===== config.mk =====
export PLATFORM = sky130hd
export DESIGN_NAME = mul_slice
export DESIGN_NICKNAME = d
export VERILOG_FILES = /design/src/rtl/mul_slice_pkg.sv /design/src/rtl/opt_stage.sv /design/src/rtl/mul_core.sv /design/src/rtl/mul_slice.sv
export SDC_FILE = /design/constraint.sdc
export NUM_CORES = 1
export LEC_CHECK = 0
export BUFFER_PORTS_ARGS = -buffer_cell sky130_fd_sc_hd__buf_2
export CAP_MARGIN = 20
export CORE_MARGIN = 2
export CORE_UTILIZATION = 50
export CTS_BUF_LIST = sky130_fd_sc_hd__clkbuf_8
export CTS_CLUSTER_DIAMETER = 100
export CTS_CLUSTER_SIZE = 14
export DETAILED_ROUTE_END_ITERATION = 10
export GPL_ROUTABILITY_DRIVEN = 0
export PLACE_DENSITY = 0.79
export SLEW_MARGIN = 10
export SYNTH_ARGS = -nofsm -noshare
export SYNTH_HDL_FRONTEND = slang
export SYNTH_HIERARCHICAL = 1
export SYNTH_SLANG_ARGS = --single-unit

===== constraint.sdc =====
create_clock -name clk -period 7.2 [get_ports clk]
set_input_delay 0.72 -clock clk [delete_from_list [all_inputs] [get_ports clk]]
set_output_delay 0.72 -clock clk [all_outputs]
set_load 0.1 [all_outputs]

===== src/rtl/mul_slice_pkg.sv =====
package mul_slice_pkg;
  typedef enum logic {
    SRC_PORT  = 1'b0,
    SRC_CHAIN = 1'b1
  } b_src_e;
endpackage


===== src/rtl/opt_stage.sv =====
module opt_stage #(
  parameter int W  = 18,
  parameter bit EN = 1'b1
) (
  input  logic         clk,
  input  logic         rst_n,
  input  logic         ce,
  input  logic         clr,
  input  logic [W-1:0] d,
  output logic [W-1:0] q
);
  generate
    if (EN) begin : g_reg
      logic [W-1:0] q_r;
      logic [W-1:0] q_nxt;

      always_comb begin
        q_nxt = q_r;
        if (clr) begin
          q_nxt = '0;
        end else if (ce) begin
          q_nxt = d;
        end
      end

      always_ff @(posedge clk or negedge rst_n) begin
        if (!rst_n) begin
          q_r <= '0;
        end else begin
          q_r <= q_nxt;
        end
      end

      assign q = q_r;


      clr_wins_chk: assert property (@(posedge clk) disable iff (!rst_n)
        clr |=> (q == '0));

      load_chk: assert property (@(posedge clk) disable iff (!rst_n)
        (ce && !clr) |=> (q == $past(d)));

      hold_chk: assert property (@(posedge clk) disable iff (!rst_n)
        (!ce && !clr) |=> $stable(q));
    end else begin : g_wire
      logic unused_ctl;
      assign unused_ctl = ^{clk, rst_n, ce, clr};
      assign q = d;
    end
  endgenerate
endmodule


===== src/rtl/mul_core.sv =====
module mul_core #(
  parameter int AW = 18,
  parameter int BW = 18,
  localparam int PW = AW + BW
) (
  input  logic [AW-1:0] op_a,
  input  logic [BW-1:0] op_b,
  output logic [PW-1:0] prod
);
  logic signed [PW-1:0] a_ext;
  logic signed [PW-1:0] b_ext;

  always_comb begin
    a_ext = PW'($signed(op_a));
    b_ext = PW'($signed(op_b));
    prod  = a_ext * b_ext;
  end
endmodule


===== src/rtl/mul_slice.sv =====
module mul_slice
  import mul_slice_pkg::*;
#(
  parameter int     AW    = 18,
  parameter int     BW    = 18,
  parameter b_src_e B_SRC = SRC_PORT,
  parameter bit     REG_A = 1'b1,
  parameter bit     REG_B = 1'b1,
  parameter bit     REG_P = 1'b1,
  localparam int    PW    = AW + BW
) (
  input  logic          clk,
  input  logic          rst_n,
  input  logic [AW-1:0] a_in,
  input  logic [BW-1:0] b_in,
  input  logic [BW-1:0] b_casc_in,
  input  logic          ce_a,
  input  logic          ce_b,
  input  logic          ce_p,
  input  logic          clr_a,
  input  logic          clr_b,
  input  logic          clr_p,
  output logic [PW-1:0] prod,
  output logic [BW-1:0] b_casc_out
);
  logic [BW-1:0] b_pick;
  logic [AW-1:0] a_op;
  logic [BW-1:0] b_op;
  logic [PW-1:0] raw_prod;

  assign b_pick = (B_SRC == SRC_CHAIN) ? b_casc_in : b_in;

  opt_stage #(.W(AW), .EN(REG_A)) u_a_stage (
    .clk(clk), .rst_n(rst_n), .ce(ce_a), .clr(clr_a), .d(a_in), .q(a_op)
  );

  opt_stage #(.W(BW), .EN(REG_B)) u_b_stage (
    .clk(clk), .rst_n(rst_n), .ce(ce_b), .clr(clr_b), .d(b_pick), .q(b_op)
  );

  mul_core #(.AW(AW), .BW(BW)) u_core (
    .op_a(a_op), .op_b(b_op), .prod(raw_prod)
  );

  opt_stage #(.W(PW), .EN(REG_P)) u_p_stage (
    .clk(clk), .rst_n(rst_n), .ce(ce_p), .clr(clr_p), .d(raw_prod), .q(prod)
  );

  assign b_casc_out = b_op;

  generate
    if (!REG_P) begin : g_comb_p

      prod_match_chk: assert property (@(posedge clk) disable iff (!rst_n)
        $signed(prod) == $signed(PW'($signed(a_op))) * $signed(PW'($signed(b_casc_out))));
    end
    if (!REG_A && !REG_P) begin : g_comb_a

      a_through_chk: assert property (@(posedge clk) disable iff (!rst_n)
        $signed(prod) == $signed(PW'($signed(a_in))) * $signed(PW'($signed(b_casc_out))));
    end
    if (!REG_B) begin : g_comb_b

      b_source_chk: assert property (@(posedge clk) disable iff (!rst_n)
        b_casc_out == ((B_SRC == SRC_CHAIN) ? b_casc_in : b_in));
    end else begin : g_reg_b

      b_tap_chk: assert property (@(posedge clk) disable iff (!rst_n)
        (ce_b && !clr_b) |=> (b_casc_out == $past((B_SRC == SRC_CHAIN) ? b_casc_in : b_in)));
    end
    if (REG_P) begin : g_reg_p

      p_clear_chk: assert property (@(posedge clk) disable iff (!rst_n)
        clr_p |=> (prod == '0));
    end
  endgenerate
endmodule


# --- Yosys cells after proc, flatten, opt, wreduce, memory -nomap -nowiden ---
# Cells that the tools add are included.
word_totals:
  register_bits: 72
  input_bits: 62
  out_inout_bits: 54
  elab_cells: 13
classes:
  mul: 1
  mux: 6
  n_reduce_logical: 3
op_table:
  columns: ["op", "count"]
  rows:
  - ["18-bit 2-to-1 mux", 4]
  - ["36-bit 2-to-1 mux", 2]
  - ["18-bit by 18-bit multiplier with 36-bit output", 1]
  - ["2-bit nonzero test", 3]

# --- Logic depth before layout (Yosys ltp) ---
# Gate-level depths: netlist (run 1).
depth:
  depth_word: 3
  mapped_depth: 28
  mapped_depth_nobuf: 26

# --- Modules after synthesis ---
# The synthesis (run 1) kept the hierarchy.
modules_own_cells:
  columns: ["module", "instances", "cells_each", "area_per_inst_um2", "seq_area_each_um2"]
  rows:
  - ["mul_core", 1, 1329, 12097.9, 0.0]
  - ["opt_stage (u_p_stage)", 1, 116, 1486.4, 900.9]
  - ["opt_stage (u_a_stage ...)", 2, 58, 739.5, 450.4]

# --- Worst setup path after synthesis (run 1) ---
# OpenSTA, ideal clock, no wires.
synth_path:
  path_type: "register to register"
  startpoint: "reg u_b_stage.g_reg.q_r[9], in the netlist u_b_stage/q[9]"
  endpoint: "reg u_p_stage.g_reg.q_r[35], in the netlist u_p_stage/q[35]"
  setup_ns: 0.074
  t_arrival_ns: 6.854
  required_ns: 7.126
  path_slack_ns: 0.272
  stages_incl_launch_ff: 28
  path_buffers: 3
  synth_period_minus_slack_ns: 6.928
  cell_sequence: "dfrtp_1 clkbuf_1 clkbuf_1 nand2_1 fa_1 inv_1 fa_1 inv_1 fa_1 inv_1 fa_1 fa_1 inv_1 fa_1 inv_1 ha_1 clkbuf_1 a21oi_1 o21ai_1 a31oi_1 o21ai_2 a311oi_2 a211oi_2 a211o_2 a21oi_1 xnor2_1 mux2i_1 nor2_1"
synth_between:
  elab_chain_cells: 3
synth_rtl:
  columns: ["item", "line_no", "rtl"]
  rows:
  - ["start: declaration", "opt_stage.sv:14", "logic [W-1:0] q_r;"]
  - ["start signal: assignment", "opt_stage.sv:30", "q_r <= q_nxt;"]
  - ["18-bit by 18-bit multiplier with 36-bit output", "mul_core.sv:16", "prod = a_ext * b_ext;"]
  - ["net raw_prod[35]", "mul_slice.sv:29", "logic [PW-1:0] raw_prod;"]
  - ["36-bit 2-to-1 mux", "opt_stage.sv:21", "end else if (ce) begin"]
  - ["36-bit 2-to-1 mux", "opt_stage.sv:19", "if (clr) begin"]
  - ["end signal: assignment", "opt_stage.sv:30", null]
  - ["end: declaration", "opt_stage.sv:14", null]
# The timed path passes the listed nets, and every way through them passes these cells. The select of a mux whose other input is x is not followed.
# A chain may end at the register's enable or synchronous reset.

# --- Worst setup path after layout (run 1) ---
layout_path:
  startpoint: "reg u_a_stage.g_reg.q_r[4], in the netlist u_a_stage/q[4]"
  endpoint: "reg u_p_stage.g_reg.q_r[35], in the netlist u_p_stage/q[35]"
layout_between:
  elab_chain_cells: 3
layout_rtl:
  columns: ["item", "line_no"]
  rows:
  - ["start: declaration", "opt_stage.sv:14"]
  - ["start signal: assignment", "opt_stage.sv:30"]
  - ["18-bit by 18-bit multiplier with 36-bit output", "mul_core.sv:16"]
  - ["net raw_prod[35]", "mul_slice.sv:29"]
  - ["36-bit 2-to-1 mux", "opt_stage.sv:21"]
  - ["36-bit 2-to-1 mux", "opt_stage.sv:19"]
# The timed path passes the listed nets, and every way through them passes these cells. The select of a mux whose other input is x is not followed.

==> results of run 1 <==
[final cells by class]
type	instances	share of cell area (%)
Antenna cell	1	0.0155
Multi-Input combinational cell	1061	71.3
Timing Repair Buffer	130	4.62
Sequential cell	72	11.2
Clock buffer	10	0.850
Tap cell	390	3.01
Clock inverter	6	0.556
Inverter	367	8.51
[power by group through the flow]
stage	sequential, mW	combinational [mW]	clock (mW)
finish	0.540	1.49	0.372
detailed placement	0.546	1.48	0
global route	0.547	1.62	0.391
CTS	0.538	1.49	0.373
global placement	0.544	1.44	0
floorplan	0.839	0.820	0
[repair_timing]
| action | in CTS | in global routing |
|---|---|---|
| gates resized for setup | 0 | 7 |
| setup buffers | 0 | 0 |
| setup endpoints to repair | 0 | 4 |
[Yosys cell counts (8+ instances only)]
cell type / instances
inv_1: 367
fa_1: 329
and2_1: 164
nand2_1: 161
ha_1: 93
nor2_1: 91
dfrtp_1: 72
mux2i_1: 72
clkbuf_1: 45
xnor2_1: 32
a21oi_1: 22
nor2b_1: 16
nand2b_1: 8
o21ai_0: 8
[sequential cells by signal (all words and copies together) (netlist names)]
signal,flops
u_p_stage/q,36
u_a_stage/q,18
u_b_stage/q,18
[worst paths after layout]
| path | startpoint | endpoint |
|---|---|---|
| max | u_a_stage/q[4]$_DFFE_PN0P_ | u_p_stage/q[35]$_DFFE_PN0P_ |
| min | rst_n | u_b_stage/q[9]$_DFFE_PN0P_ |
| max reg2reg | u_a_stage/q[4]$_DFFE_PN0P_ | u_p_stage/q[35]$_DFFE_PN0P_ |
| min reg2reg | u_p_stage/q[8]$_DFFE_PN0P_ | u_p_stage/q[8]$_DFFE_PN0P_ |
| max in group asynchronous | rst_n | u_a_stage/q[7]$_DFFE_PN0P_ |
| min in group clk | u_p_stage/q[8]$_DFFE_PN0P_ | u_p_stage/q[8]$_DFFE_PN0P_ |
[logic make-up (layout without fill, tap and decap cells)]
family / Yosys count / in the layout / share of synthesized area, %
other: 0 / 1 / 0
flip-flops: 72 / 72 / 12.0
XOR/XNOR: 37 / 37 / 2.15
adder cells (fa/ha/maj): 422 / 422 / 51.4
AO/OA/AOI/OAI: 68 / 68 / 3.21
AND/OR/NAND/NOR: 461 / 461 / 14.9
multiplexers: 73 / 73 / 4.86
buffers and inverters: 428 / 513 / 11.4
[metrics by stage]
step                      hold WS, ps  instance area, um2  utilization [%]
after floorplan                   424               15100                -
after detailed placement          504               15900             53.8
after CTS                         519               16200             54.5
after global routing              545               16200             54.6
final                             488               16200             54.6
after global placement            498               15900             53.8
[placed cells by master, fill, tap and decap left out, drive strengths merged, types with 32 or more instances in the layout]
cell type  synthesis  routed
and2             164     164
buf               14     130
dfrtp             72      72
fa               329     329
ha                93      93
inv              367     369
mux2i             72      72
nand2            162     162
nor2              91      91
xnor2             32      32
[routing by layer]
metal | vias to the layer above | global-route usage (%) | wire, um | share of wire, %
met5 | - | 0 | 0 | 0
met4 | 0 | 11.0 | 1670 | 4.6
met3 | 86 | 3.51 | 1610 | 4.4
met2 | 292 | 44.1 | 19000 | 52
met1 | 5519 | 29.0 | 14000 | 39
li1 | 4728 | - | - | -
[worst max-delay path, stage by stage, from the launching register on]
cell and delay, ps:
dfrtp_1 960, nand2_1 190, fa_1 500, fa_1 550, inv_1 40, ha_1 260
ha_1 280, ha_1 270, inv_1 40, fa_1 430, inv_1 70, ha_1 210
inv_1 80, fa_1 450, nand2b_1 210, a211oi_2 300, o2111ai_2 270, o21ai_2 390
a311oi_2 210, a211oi_2 400, a211o_2 200, a21oi_1 70, xnor2_1 290, mux2i_1 120
nor2_1 100
==> run_results.csv, run 1 <==
group,metric,value,unit
outcome,status,"complete, no violations",
cells_and_area,filler_cell_count,2603,
power,pwr-share-comb,62.0,%
cells_and_area,nets,2125,
global_routing,grt_pass1_wl,60000,um
synth,synth_nets,2045,
power,vdd_ir_drop_max,0.257,mV
floorplanning,ios,116,
synth,yosysTopAreaCell,"fa_1",
cells_and_area,drive_above_1_share,9.96,%
routing,via_per_inst,5.22,
worst_setup_path,crit_required,7480,ps
timing,hold_viol,0,
routing,dr.pass1.iters,7,
power,clockPowerShare,15.5,%
synth,syn-cell-area,15100,um2
timing,tightest_slew,942,ps
clock_network,holdBufCountCts,0,
worst_setup_path,reg2reg_slack,230,ps
synth,synth_enable_flop_cells,0,
worst_setup_path,path_max_fanout,19,
timing,fin_worst_skew,9.45,ps
timing,maxSlewViolCount,0,
clock_network,htreeDepth,3,
power,totalPowerFinal,2.40,mW
timing,tns,0,ps
synth,synth_cell_types,47,
timing,rsz0062_at_grt,"no",
routing,totalWireLength,36300,um
clock_network,clkTransAtPathRegs,80,ps
routing,ant_nets,0,
routing,vias,10625,
worst_setup_path,crit_arrival,7250,ps
floorplanning,die_w,178,um
run,max-cap-violations,0,
power,internal-power,1.15,mW
placed_design,io_buffers,97,
routing,drc,0,
global_routing,grt_antenna_before_repair,0,
clock_network,clkLatencyLatePin,350,ps
timing,setup_ws,230,ps
synth,syn_inst,1561,
timing,fmax,143,MHz
clock_network,clk_path_buf_depth,2,
power,powerDensity,148,nW/um2
worst_setup_path,cp-end-kind,"flop",
synth,async_reset_ff_share,100,%
power,p_leak,8.77,nW
worst_setup_path,rr_worst_depth,24,
cells_and_area,post_layout_nonfiller_instances,2037,
floorplanning,start_util,50.8,%
routing,drt_iter0_markers,540,
timing,timing.final.crit_share,96.8,%
synth,ys_ff_latch,72,
cells_and_area,register_area,1810,um2
floorplanning,die_y,178,um
floorplanning,dieArea,31500,um2
power,power.net_switching,1.25,mW
worst_setup_path,start_kind,"flop",
global_routing,gr-usage-all-layers,24.5,%
synth,syn_avg_cell_area,9.65,um2
routing,wl_per_cell,17.8,um
floorplanning,coreArea,29600,um2
clock_network,cts_root_buf,"clkbuf_8",
cells_and_area,multi_input_area,11500,um2
timing,setup_viol,0,
synth,synth_ff_type,"dfrtp_1",
clock_network,cts_buffers,9,
power,swShare,52.2,%
synth,synth_top_area_share,43.7,%
clock_network,cts_tree,"done",
power,p_seq_share,22.5,%
global_routing,grt_pass1_vias,11956,
placed_design,dpl.hpwl,30000,um
clock_network,clock_sinks,72,
global_routing,grt_max_degree,73,
synth,synth_area_leaders,"fa_1 (44%), dfrtp_1 (12%), inv_1 (9.1%), ha_1 (7.7%), and2_1 (6.8%)",
placed_design,pre_cts_slack,172,ps
global_routing,gr-total-overflow,0,
synth,synth.yosys.seq_area_share,12.0,%
synth,yosys_warnings,6,
timing,max_slew_margin,37.2,%
floorplanning,fp-row-count,63,
timing,fin_crit,6970,ps
cells_and_area,area_delta_synth_final,7.52,%
placed_design,dp.cells,2019,
min_path,hold_class,"in -> async",
worst_setup_path,critical_path_class,"reg -> reg",
Note: power is estimated with default switching activity, not from simulation.
==> run 2: changes to the inputs <==
--- a/config.mk
+++ b/config.mk
@@ -8,15 +8,16 @@
 export BUFFER_PORTS_ARGS = -buffer_cell sky130_fd_sc_hd__buf_2
 export CAP_MARGIN = 20
 export CORE_MARGIN = 2
-export CORE_UTILIZATION = 50
+export CORE_UTILIZATION = 25
 export CTS_BUF_LIST = sky130_fd_sc_hd__clkbuf_8
 export CTS_CLUSTER_DIAMETER = 100
 export CTS_CLUSTER_SIZE = 14
 export DETAILED_ROUTE_END_ITERATION = 10
 export GPL_ROUTABILITY_DRIVEN = 0
-export PLACE_DENSITY = 0.79
+export PLACE_DENSITY = 0.51
 export SLEW_MARGIN = 10
 export SYNTH_ARGS = -nofsm -noshare
 export SYNTH_HDL_FRONTEND = slang
 export SYNTH_HIERARCHICAL = 1
 export SYNTH_SLANG_ARGS = --single-unit
+export TNS_END_PERCENT = 10
==> run 2 against run 1 <==
Against the previous run: sequential share of layout area decreased by 0.36 points; sequential cell count unchanged; core utilization down 26 points; critical path type unchanged.
==> run_results.csv, run 2 (synthesis results as in run 1) <==
group,metric,value,unit
clock_network,clk_path_buf_depth,2,
worst_setup_path,cpPeakStageDelay,590,ps
placed_design,dpl.hpwl,31800,um
worst_setup_path,cp_num_buf_inv,4,
clock_network,cts_buffers,9,
routing,totalWireLength,37900,um
routing,drc,0,
power,vdd_ir_drop_max,0.220,mV
global_routing,grt_max_degree,55,
clock_network,clkLatencyLatePin,430,ps
routing,dr.pass1.iters,5,
worst_setup_path,cpMostUsedCell,"fa_1",
worst_setup_path,reg2reg_slack,300,ps
clock_network,htreeDepth,3,
cells_and_area,filler_cell_count,6308,
worst_setup_path,crit_required,7540,ps
worst_setup_path,cp-end-kind,"flop",
worst_setup_path,worstPathCellList,"and2_1 -> fa_1 -> inv_1 -> fa_1 -> fa_1 -> inv_1 -> fa_1 -> fa_1 -> inv_1 -> fa_1 -> inv_1 -> ha_1 -> and3_1 -> nand4_1 -> o21ai_4 -> a311oi_4 -> a211oi_2 -> and2_1 -> o21ai_2 -> a221oi_2 -> mux2i_1 -> nor2_1",
timing,whs,163,ps
timing,fin_worst_skew,18.5,ps
timing,max_slew_margin,43.0,%
floorplanning,ios,116,
placed_design,io_buffers,97,
floorplanning,die_w,249,um
floorplanning,fp-row-count,89,
timing,timing.final.crit_share,95.9,%
timing,tightest_slew,855,ps
cells_and_area,final_core_utilization,28.4,%
worst_setup_path,start_kind,"flop",
floorplanning,start_util,25.4,%
global_routing,grt_pass1_vias,11923,
routing,via_per_inst,4.24,
clock_network,cts_root_buf,"clkbuf_8",
cells_and_area,largest_reg_flops,36,
cells_and_area,final_cell_mix,"inv_1 (367), fa_1 (329), and2_1 (164)",
outcome,status,"complete, no violations",
cells_and_area,area_delta_synth_final,11.7,%
routing,drt_iter0_markers,413,
cells_and_area,nets,2143,
clock_network,clkTransAtPathRegs,80,ps
power,powerDensity,141,nW/um2
global_routing,gr-usage-all-layers,13.0,%
timing,fmax,145,MHz
min_path,hold_class,"in -> async",
worst_setup_path,slowest_stage,"dfrtp_2",
worst_setup_path,path_max_fanout,16,
floorplanning,coreArea,59200,um2
timing,setup_viol,0,
power,p_leak,8.84,nW
run,max-cap-violations,0,
global_routing,gr-total-overflow,0,
timing,maxSlewViolCount,0,
floorplanning,dieArea,62200,um2
global_routing,grt_pass1_wl,64100,um
routing,ant_nets,0,
worst_setup_path,crit_arrival,7250,ps
routing,wl_per_cell,15.6,um
cells_and_area,drive_above_1_share,11.4,%
worst_setup_path,critical_path_class,"reg -> reg",
timing,fin_crit,6900,ps
clock_network,cts_tree,"done",
cells_and_area,final_common_cell,"inv_1",
global_routing,grt_antenna_before_repair,0,
floorplanning,die_y,249,um
worst_setup_path,cpLargestDelayFamily,"adder cells",
cells_and_area,diodes,0,
routing,vias,10322,
timing,hold_viol,0,
clock_network,clock_sinks,72,
[run 2: changes by cell type in the layout (fill, tap and decap cells not counted), moves of 2 or more]
cell       previous run  this run
dfrtp_2               7        15
dfrtp_1              65        57
buf_12                1         4
inv_6                 2         0
buf_4                33        48
bufinv_16             2         0
[run 2: per-stage QoR]
| step | setup slack (ps) | total power [mW] | area [um2] | instances | TNS, ps |
|---|---|---|---|---|---|
| finish | 297 | 2.37 | 16800 | 2436 | 0 |
| global placement | 258 | 2.04 | 16600 | 2421 | 0 |
| global route | -26.2 | 2.57 | 16800 | 2436 | -26.2 |
| floorplan | 272 | 1.66 | 15100 | 1561 | 0 |
| CTS | 198 | 2.41 | 16800 | 2436 | 0 |
| detailed placement | 233 | 2.05 | 16600 | 2421 | 0 |
[run 2: area by class of cell]
| cell class | count | area (um2) | share of cell area (%) |
|---|---|---|---|
| Tap cell | 773 | 967 | 5.75 |
| Inverter | 367 | 1380 | 8.19 |
| Clock inverter | 5 | 33.8 | 0.201 |
| Clock buffer | 10 | 138 | 0.818 |
| Timing Repair Buffer | 148 | 921 | 5.47 |
| Sequential cell | 72 | 1820 | 10.8 |
| Multi-Input combinational cell | 1061 | 11600 | 68.7 |
[run 2: worst paths after layout]
path / start / end / cells past startpoint
max in group asynchronous: rst_n / u_a_stage/q[7]$_DFFE_PN0P_ / 2
max reg2reg: u_b_stage/q[6]$_DFFE_PN0P_ / u_p_stage/q[33]$_DFFE_PN0P_ / 22
max: u_b_stage/q[6]$_DFFE_PN0P_ / u_p_stage/q[33]$_DFFE_PN0P_ / 22
min reg2reg: u_p_stage/q[15]$_DFFE_PN0P_ / u_p_stage/q[15]$_DFFE_PN0P_ / 2
min: rst_n / u_p_stage/q[31]$_DFFE_PN0P_ / 1
min in group clk: u_p_stage/q[15]$_DFFE_PN0P_ / u_p_stage/q[15]$_DFFE_PN0P_ / 2
[run 2: what timing repair did]
action,CTS,global route
setup endpoints to repair,0,6
hold buffers,0,0
gates resized for setup,0,18
setup buffers,0,0
[run 2: report_power, final]
group          internal, mW  switching [mW]  total (mW)
sequential            0.456          0.0739       0.530
combinational         0.514            1.00        1.51
clock                 0.132           0.189       0.321
[run 2: routing by layer]
| metal | GRT usage, % | share of wire, % |
|---|---|---|
| met3 | 2.13 | 3.3 |
| met5 | 0 | 0 |
| met2 | 23.8 | 52 |
| met1 | 15.9 | 43 |
| met4 | 3.34 | 1.9 |
==> run 3: changes to the inputs <==
--- a/config.mk
+++ b/config.mk
@@ -8,13 +8,14 @@
 export BUFFER_PORTS_ARGS = -buffer_cell sky130_fd_sc_hd__buf_2
 export CAP_MARGIN = 20
 export CORE_MARGIN = 2
-export CORE_UTILIZATION = 25
+export CORE_UTILIZATION = 42
 export CTS_BUF_LIST = sky130_fd_sc_hd__clkbuf_8
 export CTS_CLUSTER_DIAMETER = 100
 export CTS_CLUSTER_SIZE = 14
 export DETAILED_ROUTE_END_ITERATION = 10
 export GPL_ROUTABILITY_DRIVEN = 0
-export PLACE_DENSITY = 0.51
+export PLACE_DENSITY = 0.7
+export SKIP_CTS_REPAIR_TIMING = 1
 export SLEW_MARGIN = 10
 export SYNTH_ARGS = -nofsm -noshare
 export SYNTH_HDL_FRONTEND = slang
==> run 3 against run 2 <==
Against the previous run: power is essentially flat; critical endpoint is now u_p_stage/q[34]$_DFFE_PN0P_; largest cell class unchanged; core utilization is 18 points higher; critical path depth shrank 1.
==> run_results.csv, run 3 (synthesis results as in run 1) <==
group,metric,value,unit
floorplanning,die_y,193,um
worst_setup_path,rr_worst_depth,21,
timing,tns,0,ps
global_routing,grt_max_degree,73,
worst_setup_path,worstPathCellList,"buf_4 -> nand2_1 -> fa_1 -> inv_1 -> fa_1 -> fa_1 -> fa_1 -> fa_1 -> inv_1 -> fa_1 -> inv_1 -> ha_1 -> and3_1 -> nand4_1 -> or4_1 -> a31oi_1 -> a41o_1 -> o41ai_2 -> xnor2_1 -> mux2i_1 -> nor2_1",
cells_and_area,final_cell_mix,"inv_1 (367), fa_1 (329), and2_1 (164)",
timing,hold_viol,0,
clock_network,cts_tree,"done",
global_routing,grt_pass1_vias,11734,
clock_network,clkLatencyLatePin,390,ps
power,internal-power,1.11,mW
worst_setup_path,critical_path_class,"reg -> reg",
global_routing,grt_antenna_before_repair,0,
min_path,hold_class,"in -> async",
worst_setup_path,crit_arrival,7300,ps
floorplanning,fp-row-count,69,
routing,via_per_inst,5.02,
cells_and_area,post_layout_nonfiller_instances,2111,
placed_design,io_buffers,97,
cells_and_area,filler_cell_count,3366,
worst_setup_path,slowest_stage,"dfrtp_1",
timing,tightest_slew,940,ps
clock_network,clkTransAtPathRegs,90,ps
timing,fin_crit,6980,ps
cells_and_area,final_core_utilization,45.9,%
floorplanning,ios,116,
timing,fmax,143,MHz
clock_network,cts_root_buf,"clkbuf_8",
clock_network,cts_buffers,9,
worst_setup_path,reg2reg_slack,220,ps
floorplanning,die_w,193,um
power,p_seq_share,22.8,%
floorplanning,coreArea,35500,um2
power,swShare,53.3,%
cells_and_area,drive_above_1_share,10.5,%
placed_design,pre_cts_slack,160,ps
clock_network,htreeDepth,3,
power,power.net_switching,1.26,mW
floorplanning,dieArea,37400,um2
power,clockPowerShare,14.8,%
timing,setup_viol,0,
timing,maxSlewViolCount,0,
clock_network,clock_sinks,72,
global_routing,grt_pass1_wl,59700,um
placed_design,dp.cells,2094,
routing,totalWireLength,35600,um
timing,timing.final.crit_share,97.0,%
cells_and_area,nets,2129,
routing,drc,0,
outcome,status,"complete, no violations",
worst_setup_path,cp-end-kind,"flop",
worst_setup_path,reg2reg_to,"u_p_stage/q[34]$_DFFE_PN0P_",
cells_and_area,final_common_cell,"inv_1",
timing,max_slew_margin,37.3,%
cells_and_area,multi_input_area,11500,um2
worst_setup_path,path_max_fanout,15,
worst_setup_path,crit_required,7520,ps
cells_and_area,area_delta_synth_final,8.21,%
routing,ant_nets,0,
worst_setup_path,cpPeakStageDelay,750,ps
cells_and_area,diodes,0,
timing,whs,475,ps
cells_and_area,largest_reg_flops,36,
power,pwr-share-comb,62.4,%
global_routing,gr-usage-all-layers,19.8,%
worst_setup_path,start_kind,"flop",
timing,rsz0062_at_grt,"no",
routing,dr.pass1.iters,5,
timing,setup_ws,216,ps
cells_and_area,register_area,1820,um2
clock_network,clk_path_buf_depth,2,
power,powerDensity,145,nW/um2
routing,wl_per_cell,16.9,um
power,p_leak,8.77,nW
global_routing,gr-total-overflow,0,
routing,drt_iter0_markers,550,
timing,fin_worst_skew,15.7,ps
floorplanning,start_util,42.5,%
run,max-cap-violations,0,
routing,vias,10593,
worst_setup_path,crit-reg2reg-launch,"u_b_stage/q[12]$_DFFE_PN0P_",
placed_design,dpl.hpwl,29100,um
worst_setup_path,cpMostUsedCell,"fa_1",
power,vdd_ir_drop_max,0.259,mV
[run 3: cell count changes in the layout (fill, tap and decap cells not counted), sizes merged]
cell,before,now
buf,148,134
inv,367,369
bufinv,0,1
clkbuf,10,9
clkinv,3,2
[run 3: per-stage QoR]
step                      total power, mW  instance area [um2]
after global placement               1.99                16100
after detailed placement             2.01                16100
after floorplan                      1.66                15100
final                                2.37                16300
after global routing                 2.54                16300
after CTS                            2.38                16300
[run 3: power groups by stage]
stage / clock network, mW / registers [mW] / logic, mW
2_1_floorplan: 0 / 0.839 / 0.820
3_3_place_gp: 0 / 0.543 / 1.45
3_5_place_dp: 0 / 0.544 / 1.47
4_1_cts: 0.360 / 0.537 / 1.48
5_1_grt: 0.373 / 0.546 / 1.62
6_report: 0.350 / 0.540 / 1.48
[run 3: final cells by class]
type,instances,area share (%)
inverter,367,8.45
tap,461,3.54
timing repair buffer,134,4.77
clock buffer,9,0.760
clock inverter,7,0.484
multi-input combinational,1061,70.8
sequential,72,11.1
[run 3: critical path: cells and delay by family (launching register included)]
| family | cells | cell delay, ps |
|---|---|---|
| adders and majority gates | 7 | 3180 |
| and+or+nand+nor | 5 | 1460 |
| DFF | 1 | 750 |
| AOI/OAI and AO/OA | 3 | 720 |
| buffers and inverters | 4 | 450 |
| xor gates and xnor gates | 1 | 240 |
| muxes | 1 | 120 |
[run 3: per-layer routing]
| metal | up-vias | track usage (%) | part of all wire, % |
|---|---|---|---|
| li1 | 4741 | - | - |
| met1 | 5502 | 26.7 | 43 |
| met2 | 295 | 34.3 | 50 |
| met3 | 55 | 2.41 | 4.7 |
| met4 | 0 | 4.41 | 2.0 |
| met5 | - | 0 | 0 |
[run 3: worst max-delay path by stage]
stage | startpoint | to | slack (ps)
2_1_floorplan | u_b_stage/q[9]$_DFFE_PN0P_ | u_p_stage/q[35]$_DFFE_PN0P_ | 270
3_3_place_gp | u_b_stage/q[6]$_DFFE_PN0P_ | u_p_stage/q[34]$_DFFE_PN0P_ | 250
3_5_place_dp | u_b_stage/q[5]$_DFFE_PN0P_ | u_p_stage/q[33]$_DFFE_PN0P_ | 160
4_1_cts | u_b_stage/q[6]$_DFFE_PN0P_ | u_p_stage/q[34]$_DFFE_PN0P_ | 140
5_1_grt | u_a_stage/q[10]$_DFFE_PN0P_ | u_p_stage/q[33]$_DFFE_PN0P_ | 10
6_report | u_b_stage/q[12]$_DFFE_PN0P_ | u_p_stage/q[34]$_DFFE_PN0P_ | 220
